$ cat config.mk
export PLATFORM = sky130hd
export DESIGN_NAME = fwd_hazard_ctl
export DESIGN_NICKNAME = d
export VERILOG_FILES = /design/src/rtl/hz_pkg.sv /design/src/rtl/hz_opnd_sel.sv /design/src/rtl/hz_store_fwd.sv /design/src/rtl/hz_load_use.sv /design/src/rtl/fwd_hazard_ctl.sv
export SDC_FILE = /design/constraint.sdc
export NUM_CORES = 1
export LEC_CHECK = 0
export ABC_CLOCK_PERIOD_IN_PS = 2700
export BUFFER_PORTS_ARGS = -buffer_cell sky130_fd_sc_hd__buf_4
export CAP_MARGIN = 40
export CORE_MARGIN = 5
export CORE_UTILIZATION = 35
export DETAILED_ROUTE_END_ITERATION = 6
export GPL_TIMING_DRIVEN = 0
export PLACE_DENSITY = 0.84
export SYNTH_ARGS = -nofsm -noshare
export SYNTH_HDL_FRONTEND = slang
export SYNTH_SLANG_ARGS = --single-unit
$ cat constraint.sdc
create_clock -name vclk -period 2.7
set_input_delay 0.675 -clock vclk [all_inputs]
set_output_delay 0.675 -clock vclk [all_outputs]
set_load 0.01 [all_outputs]
$ cat src/rtl/hz_pkg.sv
package hz_pkg;
   typedef enum logic [1:0] {
      SRC_RF  = 2'b00,
      SRC_WB  = 2'b01,
      SRC_MEM = 2'b10
   } opnd_src_e;
endpackage

$ cat src/rtl/hz_opnd_sel.sv
module hz_opnd_sel
   import hz_pkg::*;
#(
   parameter int REG_W = 5
) (
   input  logic             clk,
   input  logic             rst_n,
   input  logic [REG_W-1:0] src_reg,
   input  logic [REG_W-1:0] mem_rd,
   input  logic             mem_wen,
   input  logic             mem_is_load,
   input  logic [REG_W-1:0] wb_rd,
   input  logic             wb_wen,
   output opnd_src_e        sel
);
   localparam logic [REG_W-1:0] ZERO_REG = '0;

   logic mem_hit, wb_hit;

   assign mem_hit = mem_wen && !mem_is_load && (mem_rd != ZERO_REG) && (mem_rd == src_reg);
   assign wb_hit  = wb_wen && (wb_rd != ZERO_REG) && (wb_rd == src_reg);

   always_comb begin
      if (mem_hit)     sel = SRC_MEM;
      else if (wb_hit) sel = SRC_WB;
      else             sel = SRC_RF;
   end


   zero_src_chk: assert property (@(posedge clk) disable iff (!rst_n)
      (src_reg == ZERO_REG) |-> (sel == SRC_RF));

   mem_prio_chk: assert property (@(posedge clk) disable iff (!rst_n)
      (mem_wen && !mem_is_load && wb_wen && src_reg != ZERO_REG &&
       mem_rd == src_reg && wb_rd == src_reg) |-> (sel == SRC_MEM));

   wen_gate_chk: assert property (@(posedge clk) disable iff (!rst_n)
      (!mem_wen && !wb_wen) |-> (sel == SRC_RF));

   no_load_mem_chk: assert property (@(posedge clk) disable iff (!rst_n)
      mem_is_load |-> (sel != SRC_MEM));
endmodule

$ cat src/rtl/hz_store_fwd.sv
module hz_store_fwd #(
   parameter int REG_W      = 5,
   parameter bit MEM_ST_FWD = 1'b1
) (
   input  logic             clk,
   input  logic             rst_n,
   input  logic             mem_is_store,
   input  logic [REG_W-1:0] mem_rs2,
   input  logic [REG_W-1:0] wb_rd,
   input  logic             wb_wen,
   output logic             fwd_st
);
   localparam logic [REG_W-1:0] ZERO_REG = '0;

   generate
      if (MEM_ST_FWD) begin : g_path
         assign fwd_st = mem_is_store && wb_wen && (wb_rd != ZERO_REG) && (wb_rd == mem_rs2);
      end else begin : g_nopath
         assign fwd_st = 1'b0;
      end
   endgenerate


   st_only_store_chk: assert property (@(posedge clk) disable iff (!rst_n)
      fwd_st |-> (mem_is_store && wb_wen));

   st_reg_match_chk: assert property (@(posedge clk) disable iff (!rst_n)
      fwd_st |-> (wb_rd == mem_rs2));

   st_zero_chk: assert property (@(posedge clk) disable iff (!rst_n)
      (mem_rs2 == ZERO_REG) |-> !fwd_st);
endmodule

$ cat src/rtl/hz_load_use.sv
module hz_load_use #(
   parameter int REG_W      = 5,
   parameter bit MEM_ST_FWD = 1'b1
) (
   input  logic             clk,
   input  logic             rst_n,
   input  logic [REG_W-1:0] id_rs1,
   input  logic [REG_W-1:0] id_rs2,
   input  logic             id_use_rs1,
   input  logic             id_use_rs2,
   input  logic             id_is_store,
   input  logic [REG_W-1:0] ex_rd,
   input  logic             ex_wen,
   input  logic             ex_is_load,
   output logic             stall
);
   localparam logic [REG_W-1:0] ZERO_REG = '0;

   logic ld_live, hit_a, hit_b, hit_b_eff;

   assign ld_live = ex_is_load && ex_wen && (ex_rd != ZERO_REG);
   assign hit_a   = id_use_rs1 && (id_rs1 == ex_rd);
   assign hit_b   = id_use_rs2 && (id_rs2 == ex_rd);

   generate
      if (MEM_ST_FWD) begin : g_st_exempt
         assign hit_b_eff = hit_b && !id_is_store;
      end else begin : g_st_stall
         logic unused_st;
         assign unused_st = id_is_store;
         assign hit_b_eff = hit_b;
      end
   endgenerate

   assign stall = ld_live && (hit_a || hit_b_eff);


   stall_once_chk: assert property (@(posedge clk) disable iff (!rst_n)
      stall |=> !stall);

   stall_cause_chk: assert property (@(posedge clk) disable iff (!rst_n)
      stall |-> (ex_is_load && ex_wen && ex_rd != ZERO_REG));

   base_stall_chk: assert property (@(posedge clk) disable iff (!rst_n)
      (ex_is_load && ex_wen && ex_rd != ZERO_REG && id_use_rs1 && id_rs1 == ex_rd) |-> stall);
endmodule

$ cat src/rtl/fwd_hazard_ctl.sv
module fwd_hazard_ctl
   import hz_pkg::*;
#(
   parameter int REG_W      = 5,
   parameter bit MEM_ST_FWD = 1'b1
) (
   input  logic             clk,
   input  logic             rst_n,
   input  logic [REG_W-1:0] id_rs1,
   input  logic [REG_W-1:0] id_rs2,
   input  logic             id_use_rs1,
   input  logic             id_use_rs2,
   input  logic             id_is_store,
   input  logic [REG_W-1:0] ex_rs1,
   input  logic [REG_W-1:0] ex_rs2,
   input  logic [REG_W-1:0] ex_rd,
   input  logic             ex_wen,
   input  logic             ex_is_load,
   input  logic [REG_W-1:0] mem_rd,
   input  logic             mem_wen,
   input  logic             mem_is_load,
   input  logic             mem_is_store,
   input  logic [REG_W-1:0] mem_rs2,
   input  logic [REG_W-1:0] wb_rd,
   input  logic             wb_wen,
   output logic [1:0]       fwd_a,
   output logic [1:0]       fwd_b,
   output logic             fwd_st,
   output logic             stall
);
   localparam int N_OPND = 2;

   generate
      if (REG_W < 1 || REG_W > 8) begin : g_bad_w
         $error("REG_W must lie in 1..8");
      end
   endgenerate

   logic [REG_W-1:0] ex_src [N_OPND];
   opnd_src_e        sel    [N_OPND];

   assign ex_src[0] = ex_rs1;
   assign ex_src[1] = ex_rs2;

   generate
      for (genvar g = 0; g < N_OPND; g++) begin : g_opnd
         hz_opnd_sel #(.REG_W(REG_W)) u_sel (
            .clk        (clk),
            .rst_n      (rst_n),
            .src_reg    (ex_src[g]),
            .mem_rd     (mem_rd),
            .mem_wen    (mem_wen),
            .mem_is_load(mem_is_load),
            .wb_rd      (wb_rd),
            .wb_wen     (wb_wen),
            .sel        (sel[g])
         );
      end
   endgenerate

   assign fwd_a = sel[0];
   assign fwd_b = sel[1];

   hz_store_fwd #(.REG_W(REG_W), .MEM_ST_FWD(MEM_ST_FWD)) u_st (
      .clk         (clk),
      .rst_n       (rst_n),
      .mem_is_store(mem_is_store),
      .mem_rs2     (mem_rs2),
      .wb_rd       (wb_rd),
      .wb_wen      (wb_wen),
      .fwd_st      (fwd_st)
   );

   hz_load_use #(.REG_W(REG_W), .MEM_ST_FWD(MEM_ST_FWD)) u_lu (
      .clk        (clk),
      .rst_n      (rst_n),
      .id_rs1     (id_rs1),
      .id_rs2     (id_rs2),
      .id_use_rs1 (id_use_rs1),
      .id_use_rs2 (id_use_rs2),
      .id_is_store(id_is_store),
      .ex_rd      (ex_rd),
      .ex_wen     (ex_wen),
      .ex_is_load (ex_is_load),
      .stall      (stall)
   );
endmodule

Yosys cells after proc, flatten, opt, wreduce, memory -nomap -nowiden:

Cells that the tools add are included.

* equal/unequal tests: 7
* multiplexer cells: 4
* reductions and logical operators: 22

Operators with widths (number)
* $eq 5x5->1: 7
* $logic_and 1x1->1: 16
* $reduce_bool 5->1: 3
* $mux 2: 2
* $logic_not 1->1: 2
* $mux 1: 2
* $logic_or 1x1->1: 1

* bits in registers: 0
* input port bits: 51
* output and inout bits: 6

Longest topological paths before layout:

Gate-level depths: netlist of the first run.

* word-level depth: 5
* depth in mapped cells: 4

Modules after synthesis:

Synthesis of the first run repeated with hierarchy kept, for this count alone.

* cell total of the unflattened synthesis: 71
* area total of the unflattened synthesis: 553.0 sq um

By module, submodules not included
* hz_opnd_sel: instances 2, cells an instance 22, area an instance 168.9 sq um, seq. area each 0.0 sq um
* hz_load_use: instances 1, cells an instance 17, area an instance 138.9 sq um, seq. area each 0.0 sq um
* hz_store_fwd: instances 1, cells an instance 10, area an instance 76.3 sq um, seq. area each 0.0 sq um

Least setup slack after synthesis of the first run:

Ideal clock, no wire load.

* path type: input-to-output
* start point: in mem_rd[1]
* end point: out fwd_a[0]
* arrival time: 1.780 ns
* required time: 2.025 ns
* path slack: 0.245 ns
* stages on the path: 4
* buffers on the path: 0
* path through: or4_1 o21ai_2 nor4_1 nor4_2

* cells in the longest elaborated chain, start to end: 4
* elaborated cells on any way between the ends: 5
* those cells by class: eq/ne: 1; mux: 1; reduce/logical: 3

RTL lines
* from (decl): RTL line fwd_hazard_ctl.sv:19 `input logic [REG_W-1:0] mem_rd,`
* $reduce_bool 5->1: RTL line hz_opnd_sel.sv:20 `assign mem_hit = mem_wen && !mem_is_load && (mem_rd != ZERO_REG) && (mem_rd == src_reg);`
* $logic_and 1x1->1: RTL line hz_opnd_sel.sv:20
* $logic_and 1x1->1 *: RTL line hz_opnd_sel.sv:20
* named net g_opnd[0].u_sel.mem_hit: RTL line hz_opnd_sel.sv:18 `logic mem_hit, wb_hit;`
* $mux 2 *: RTL line hz_opnd_sel.sv:24 `if (mem_hit) sel = SRC_MEM;`
* to (decl): RTL line fwd_hazard_ctl.sv:26 `output logic [1:0] fwd_a,`

Mark *: on every way through the listed nets, which the timed path passes. The rest lies on a longest branch.

Worst setup path after layout of the first run:

* start point: in wb_rd[0]
* end point: out fwd_b[0]

* cells in the longest elaborated chain, start to end: 5
* elaborated cells on any way between the ends: 6
* those cells by class: eq/ne: 1; mux: 2; reduce/logical: 3

RTL lines
* from (decl): RTL line fwd_hazard_ctl.sv:24 `input logic [REG_W-1:0] wb_rd,`
* $reduce_bool 5->1: RTL line hz_opnd_sel.sv:21 `assign wb_hit = wb_wen && (wb_rd != ZERO_REG) && (wb_rd == src_reg);`
* $logic_and 1x1->1: RTL line hz_opnd_sel.sv:21
* $logic_and 1x1->1 *: RTL line hz_opnd_sel.sv:21
* $mux 1 *: RTL line hz_opnd_sel.sv:25 `else if (wb_hit) sel = SRC_WB;`
* $mux 2 *: RTL line hz_opnd_sel.sv:24
* to (decl): RTL line fwd_hazard_ctl.sv:27 `output logic [1:0] fwd_b,`

Mark *: on every way between the ends. The rest lies on a longest branch, timed or not.

==> flow_summary_export.csv, run 1 <==
group,metric,value,unit
synth,synth_cell_types,16,
timing,max_freq,379,MHz
layout,antenna_cells,0,
routing,routed_via_density,5.05,
synth,ys_seq_area_share,0,%
worst_setup_path,cp.required,2030,ps
timing,setup_slack,64.0,ps
timing,worst_pin_slew,538,ps
synth,syn_nets,111,
layout,syn_to_final_growth,93.7,%
global_route,grt.overflow.total,0,
synth,yosysTopAreaCell,"xor2_1",
routing,drt-met1-wl,563,um
worst_setup_path,crit_path_end_kind,"output pin",
die,die-area,0.00221,mm2
die,die_y,47.1,um
layout,seq_cell_count,0,
global_route,grt_max_degree,5,
placement,dpl_worst_slack,23.0,ps
timing,fin_crit_sh,97.6,%
pwr,p_per_area,142,mW/mm2
routing,antenna_left,0,
timing,finalSetupViolCount,0,
job,maxCapViolations,0,
timing,hold_viol_final,0,
routing,drt-initial-drc-count,6,
routing,first_pass_iters,4,
placement,gp_congestion,0.898,
layout,clockBufferCount,0,
synth,syn_avg_cell_area,8.01,um2
global_route,grt.total_usage,15.7,%
synth,synthesis.area,480,um2
timing,holdWs,1680,ps
placement,dpl.hpwl,1.58,mm
layout,layout.nets,168,
die,die_x,47.1,um
routing,wl_met3,350,um
timing,final.setup.tns,0,ps
pwr,p_leak,0.422,nW
routing,avgRoutedWirePerCell,13.8,um
timing,period_minus_slack,2640,ps
global_route,grt_pass1_vias,656,
layout,register_area,0,um2
layout,mostFrequentLayoutCell,"buf_4",
synth,synth.area.top_cells,"xor2_1, xnor2_1, or4_1, nor4_1, nor4_2",
die,fp-row-count,13,
placement,portBuffers,55,
synth,syn_inst,60,
layout,drive_above_1_share,53.9,%
synth,yosys.area.top_type_share,40.1,%
synth,yosysWarningCount,0,
worst_setup_path,cp_data_arrival_time,1960,ps
global_route,antenna_found_initial,0,
worst_setup_path,crit_fanout,4,
routing,top_layer,"met4",
die,io-pin-count,57,
routing,num_vias,656,
layout,layout_common_cells,"buf_4, xor2_1, xnor2_1",
die,initial_core_util,36.9,%
worst_hold_path,hp-class,"input port to output pin",
global_route,grt_pass1_wl,2.62,mm
worst_setup_path,worst_setup_path_start_kind,"input port",
routing,wirelength,1.79,mm
die,core,0.00130,mm2
worst_setup_path,path_class,"input port to output pin",
routing,drc_errors,0,
pwr,peakVddDrop,69.2,uV
timing,slew_headroom,63.8,%
timing,slew_violations,0,
routing,met2_wirelength,864,um
run_status,outcome,"completed",
## synthesized netlist by cell type (all sizes together)
library cell	number
o21ai	2
xor2	22
nand4	1
nand3	3
a21oi	1
buf	2
nand2	1
nor3	1
xnor2	13
nor4	6
o211ai	1
or4	5
nand4b	1
nor2b	1
## through the flow
step                power (mW)  area, um2  instances  util (%)
global route             0.142        931        130      71.5
floorplan               0.0480        480         60         -
CTS                      0.127        912        130      70.1
global placement         0.124        912        130      70.1
finish                   0.132        931        130      71.5
detailed placement       0.127        912        130      70.1
## critical path, stage by stage
cell and delay, ps:
buf_4 130, or4_1 510, o21ai_1 270, or4_4 190
nor4_4 40, buf_4 150
## path summary, 6_finish.rpt
| kind | startpoint | to | depth (start not counted) |
|---|---|---|---|
| setup / recovery | wb_rd[0] | fwd_b[0] | 6 |
| hold / removal | mem_is_store | fwd_st | 4 |
## layer usage
layer,track usage [%],vias up
li1,-,323
met1,15.3,283
met2,32.2,48
met3,5.36,2
met4,1.10,0
met5,0,-
## kinds of logic (layout without fill, tap and decap cells)
logic type | after synthesis | count (layout) | share of synthesized area (%)
simple gates | 19 | 19 | 27.6
buf+inv | 2 | 57 | 3.12
compound gates | 4 | 4 | 5.47
xor+xnor | 35 | 35 | 63.8
## report_power, final
group	internal (mW)	switching (mW)
combinational	0.0796	0.0522
sequential	0	0
clock	0	0
total	0.0796	0.0522
## layout make-up
cell class	instances	area (um2)
plain buffers	2	15.0
fillers	107	370
multi-input cells	58	484
well taps	15	18.8
repair buffers	55	413
## what timing repair did
action / CTS / global route
gates resized for setup: 0 / 3
setup buffers: 0 / 0
endpoints found under the hold margin: 0 / 0
endpoints found under the setup margin: 0 / 2
hold buffers: 0 / 0
(Power assumes the default switching activity.)
==> inputs of run 2 (changes only) <==
==> constraint.sdc (replaced) <==
create_clock -name vclk -period 2.7
set_input_delay 0.54 -clock vclk [all_inputs]
set_output_delay 0.54 -clock vclk [all_outputs]
set_load 0.01 [all_outputs]
==> flow_summary_export.csv, run 2 (same netlist as run 1, synthesis figures left out) <==
group,metric,value,unit
timing,hold_viol_final,0,
run_status,outcome,"completed",
global_route,grt_pass1_wl,2.62,mm
timing,max_freq,417,MHz
global_route,grt_max_degree,5,
clock_network,ctsHoldBuffers,0,
die,core,0.00130,mm2
routing,wl_met3,305,um
pwr,p_per_area,139,mW/mm2
layout,syn_to_final_growth,89.8,%
timing,worst_pin_slew,517,ps
layout,seq_cell_count,0,
worst_setup_path,worst_path_max_delay_cell,"or4_1",
die,fp-row-count,13,
global_route,grt.overflow.total,0,
worst_setup_path,cp.required,2160,ps
routing,top_layer,"met3",
timing,slew_headroom,65.2,%
layout,post-route-util,70.1,%
placement,portBuffers,55,
timing,holdWs,1410,ps
timing,slew_violations,0,
worst_setup_path,crit_fanout,3,
worst_setup_path,max_stage_delay,530,ps
global_route,grt_pass1_vias,656,
routing,antenna_left,0,
die,die_x,47.1,um
layout,antenna_cells,0,
layout,mostFrequentLayoutCell,"buf_4",
die,die_y,47.1,um
global_route,grt.total_usage,15.7,%
worst_setup_path,crit_path_end_kind,"output pin",
worst_hold_path,hp-class,"input port to output pin",
worst_setup_path,critPathLaunch,"mem_rd[1]",
job,maxCapViolations,0,
routing,routed_via_density,4.89,
worst_setup_path,worst_setup_path_start_kind,"input port",
die,io-pin-count,57,
layout,layout.nets,168,
layout,final_cells,130,
clock_network,post_cts_buffers,0,
timing,period_minus_slack,2400,ps
routing,drt-met1-wl,578,um
placement,gp_congestion,0.898,
layout,layout_common_cells,"buf_4, xor2_1, xnor2_1",
pwr,peakVddDrop,65.8,uV
worst_hold_path,min_from,"mem_is_store",
worst_setup_path,cp_data_arrival_time,1860,ps
routing,drc_errors,0,
routing,first_pass_iters,3,
routing,num_vias,636,
die,initial_core_util,36.9,%
layout,drive_above_1_share,52.2,%
routing,wirelength,1.71,mm
worst_setup_path,cpMostUsedCell,"buf_4",
placement,dpl.hpwl,1.58,mm
timing,finalSetupViolCount,0,
layout,clockBufferCount,0,
die,die-area,0.00221,mm2
layout,register_area,0,um2
worst_setup_path,path_class,"input port to output pin",
placement,dp.cells,130,
worst_setup_path,path_cells,"buf_4, or4_1, o21ai_2, nor4_1, nor4_2, buf_4",
worst_hold_path,hold_path_depth,4,
routing,drt-initial-drc-count,3,
global_route,antenna_found_initial,0,
pwr,p_leak,0.420,nW
routing,met2_wirelength,824,um
routing,avgRoutedWirePerCell,13.1,um
clock_network,cts_resized,0,
timing,fin_crit_sh,88.9,%
timing,rsz0062_at_grt,"no",
timing,final.setup.tns,0,ps
-- run 2: metrics by stage --
| stage | power (mW) | cell area [um2] | setup slack, ps |
|---|---|---|---|
| 2_1_floorplan | 0.0480 | 480 | 515 |
| 5_1_grt | 0.136 | 912 | 190 |
| 3_3_place_gp | 0.124 | 912 | 299 |
| 3_5_place_dp | 0.127 | 912 | 293 |
| 4_1_cts | 0.127 | 912 | 291 |
| 6_report | 0.127 | 912 | 299 |
-- run 2: layout make-up --
class,count,area [um2]
fillers,112,389
multi-input cells,58,465
well taps,15,18.8
plain buffers,2,15.0
repair buffers,55,413
-- run 2: path summary, 6_finish.rpt --
kind,end,slack [ps]
setup / recovery,fwd_a[0],300
hold / removal,fwd_st,1410
-- run 2: worst max-delay path: cells and delay by family --
kind | cells | cell delay (ps)
simple gates | 3 | 890
buf+inv | 2 | 280
compound gates | 1 | 150
-- run 2: metal layers --
metal / vias up / GRT usage, %
met5: - / 0
met4: 0 / 1.10
met3: 0 / 5.36
met2: 39 / 32.2
met1: 274 / 15.3
li1: 323 / -
-- run 2: report_power, final --
| part | leakage (nW) | switching, mW | internal [mW] |
|---|---|---|---|
| clock network | 0 | 0 | 0 |
| registers | 0 | 0 | 0 |
| logic | 0.420 | 0.0486 | 0.0782 |
| total | 0.420 | 0.0486 | 0.0782 |
==> inputs of run 3 (changes only) <==
CELL_PAD_IN_SITES_DETAIL_PLACEMENT = 1   (was unset)
CELL_PAD_IN_SITES_GLOBAL_PLACEMENT = 2   (was unset)
CORE_ASPECT_RATIO = 1.5   (was unset)
CORE_UTILIZATION = 16   (was 35)
PLACE_DENSITY = unset   (was 0.84)
PLACE_DENSITY_LB_ADDON = 0.1   (was unset)
==> flow_summary_export.csv, run 3 (same netlist as run 1, synthesis figures left out) <==
group,metric,value,unit
run_status,outcome,"completed",
worst_setup_path,max_stage_delay,530,ps
routing,avgRoutedWirePerCell,13.3,um
layout,multi_input_area,465,um2
die,fp-row-count,24,
layout,clockBufferCount,0,
timing,period_minus_slack,2430,ps
clock_network,post_cts_buffers,0,
pwr,p_leak,0.420,nW
timing,finalSetupViolCount,0,
worst_hold_path,hp-class,"input port to output pin",
timing,final.setup.tns,0,ps
timing,max_freq,412,MHz
layout,post-route-util,32.3,%
layout,syn_to_final_growth,96.1,%
layout,fill_cells,381,
worst_setup_path,path_class,"input port to output pin",
pwr,peakVddDrop,40.2,uV
timing,hold_viol_final,0,
timing,setup_slack,271,ps
layout,antenna_cells,0,
layout,layout.nets,168,
worst_setup_path,worst_path_max_delay_cell,"or4_1",
routing,first_pass_iters,2,
timing,slew_violations,0,
placement,dpl_worst_slack,240,ps
global_route,grt_max_degree,5,
timing,rsz0062_at_grt,"no",
die,io-pin-count,57,
layout,drive_above_1_share,52.2,%
routing,drt-initial-drc-count,1,
worst_setup_path,crit_path_end_kind,"output pin",
pwr,p_per_area,135,mW/mm2
layout,layout_common_cells,"buf_4, xor2_1, xnor2_1",
global_route,grt_pass1_vias,772,
global_route,grt.overflow.total,0,
die,core,0.00291,mm2
job,maxCapViolations,0,
routing,drc_errors,0,
clock_network,ctsHoldBuffers,0,
global_route,antenna_found_initial,0,
worst_setup_path,cp_data_arrival_time,1890,ps
routing,routed_via_density,4.24,
die,die_x,54.7,um
clock_network,cts_resized,0,
worst_setup_path,cpMostUsedCell,"buf_4",
die,die_y,77.1,um
routing,wirelength,2.06,mm
placement,portBuffers,55,
die,initial_core_util,16.5,%
layout,register_area,0,um2
layout,mostFrequentLayoutCell,"buf_4",
worst_setup_path,path_cells,"buf_4, or4_1, o21ai_2, nor4_1, nor4_2, buf_4",
timing,holdWs,1400,ps
timing,slew_headroom,68.3,%
worst_setup_path,worst_setup_path_start_kind,"input port",
placement,gp_congestion,0.641,
timing,worst_pin_slew,471,ps
placement,dpl.hpwl,1.98,mm
routing,num_vias,653,
timing,fin_crit_sh,90.0,%
worst_setup_path,cp.required,2160,ps
worst_setup_path,crit_fanout,3,
routing,antenna_left,0,
die,die-area,0.00422,mm2
global_route,grt_pass1_wl,3.22,mm
layout,seq_cell_count,0,
global_route,grt.total_usage,9.77,%
## run 3: cell counts in the layout (fill, tap and decap cells not counted)
No cell type changed its count.
## run 3: final timing paths
check    startpoint        to  slack, ps  cells after the start
max       mem_rd[1]  fwd_a[0]        270                      6
min    mem_is_store    fwd_st       1400                      4
## run 3: report_power, final
part / internal [mW] / switching, mW
Sequential: 0 / 0
Clock: 0 / 0
Combinational: 0.0782 / 0.0489
Total: 0.0782 / 0.0489
## run 3: layer usage
metal / global-route usage [%] / vias to the layer above / part of all wire [%]
met3: 1.16 / 0 / 8.4
li1: - / 327 / -
met2: 21.8 / 30 / 61
met4: 0 / 0 / 0
met1: 8.45 / 296 / 31
met5: 0 / - / 0
## run 3: final cells by class
class | instances | share of cell area, %
timing repair buffer | 55 | 43.8
tap | 39 | 5.18
buffer | 2 | 1.59
multi-input combinational | 58 | 49.4
## run 3: worst max-delay path: cells and delay by family
family                 cells  cell delay, ps
AND/OR/NAND/NOR            3             910
AO/OA/AOI/OAI              1             160
buffers and inverters      2             290
## run 3: through the flow
stage	cell area (um2)	cells	total power [mW]
global route	942	154	0.140
global placement	942	154	0.130
finish	942	154	0.127
detailed placement	942	154	0.131
floorplan	480	60	0.0480
CTS	942	154	0.131
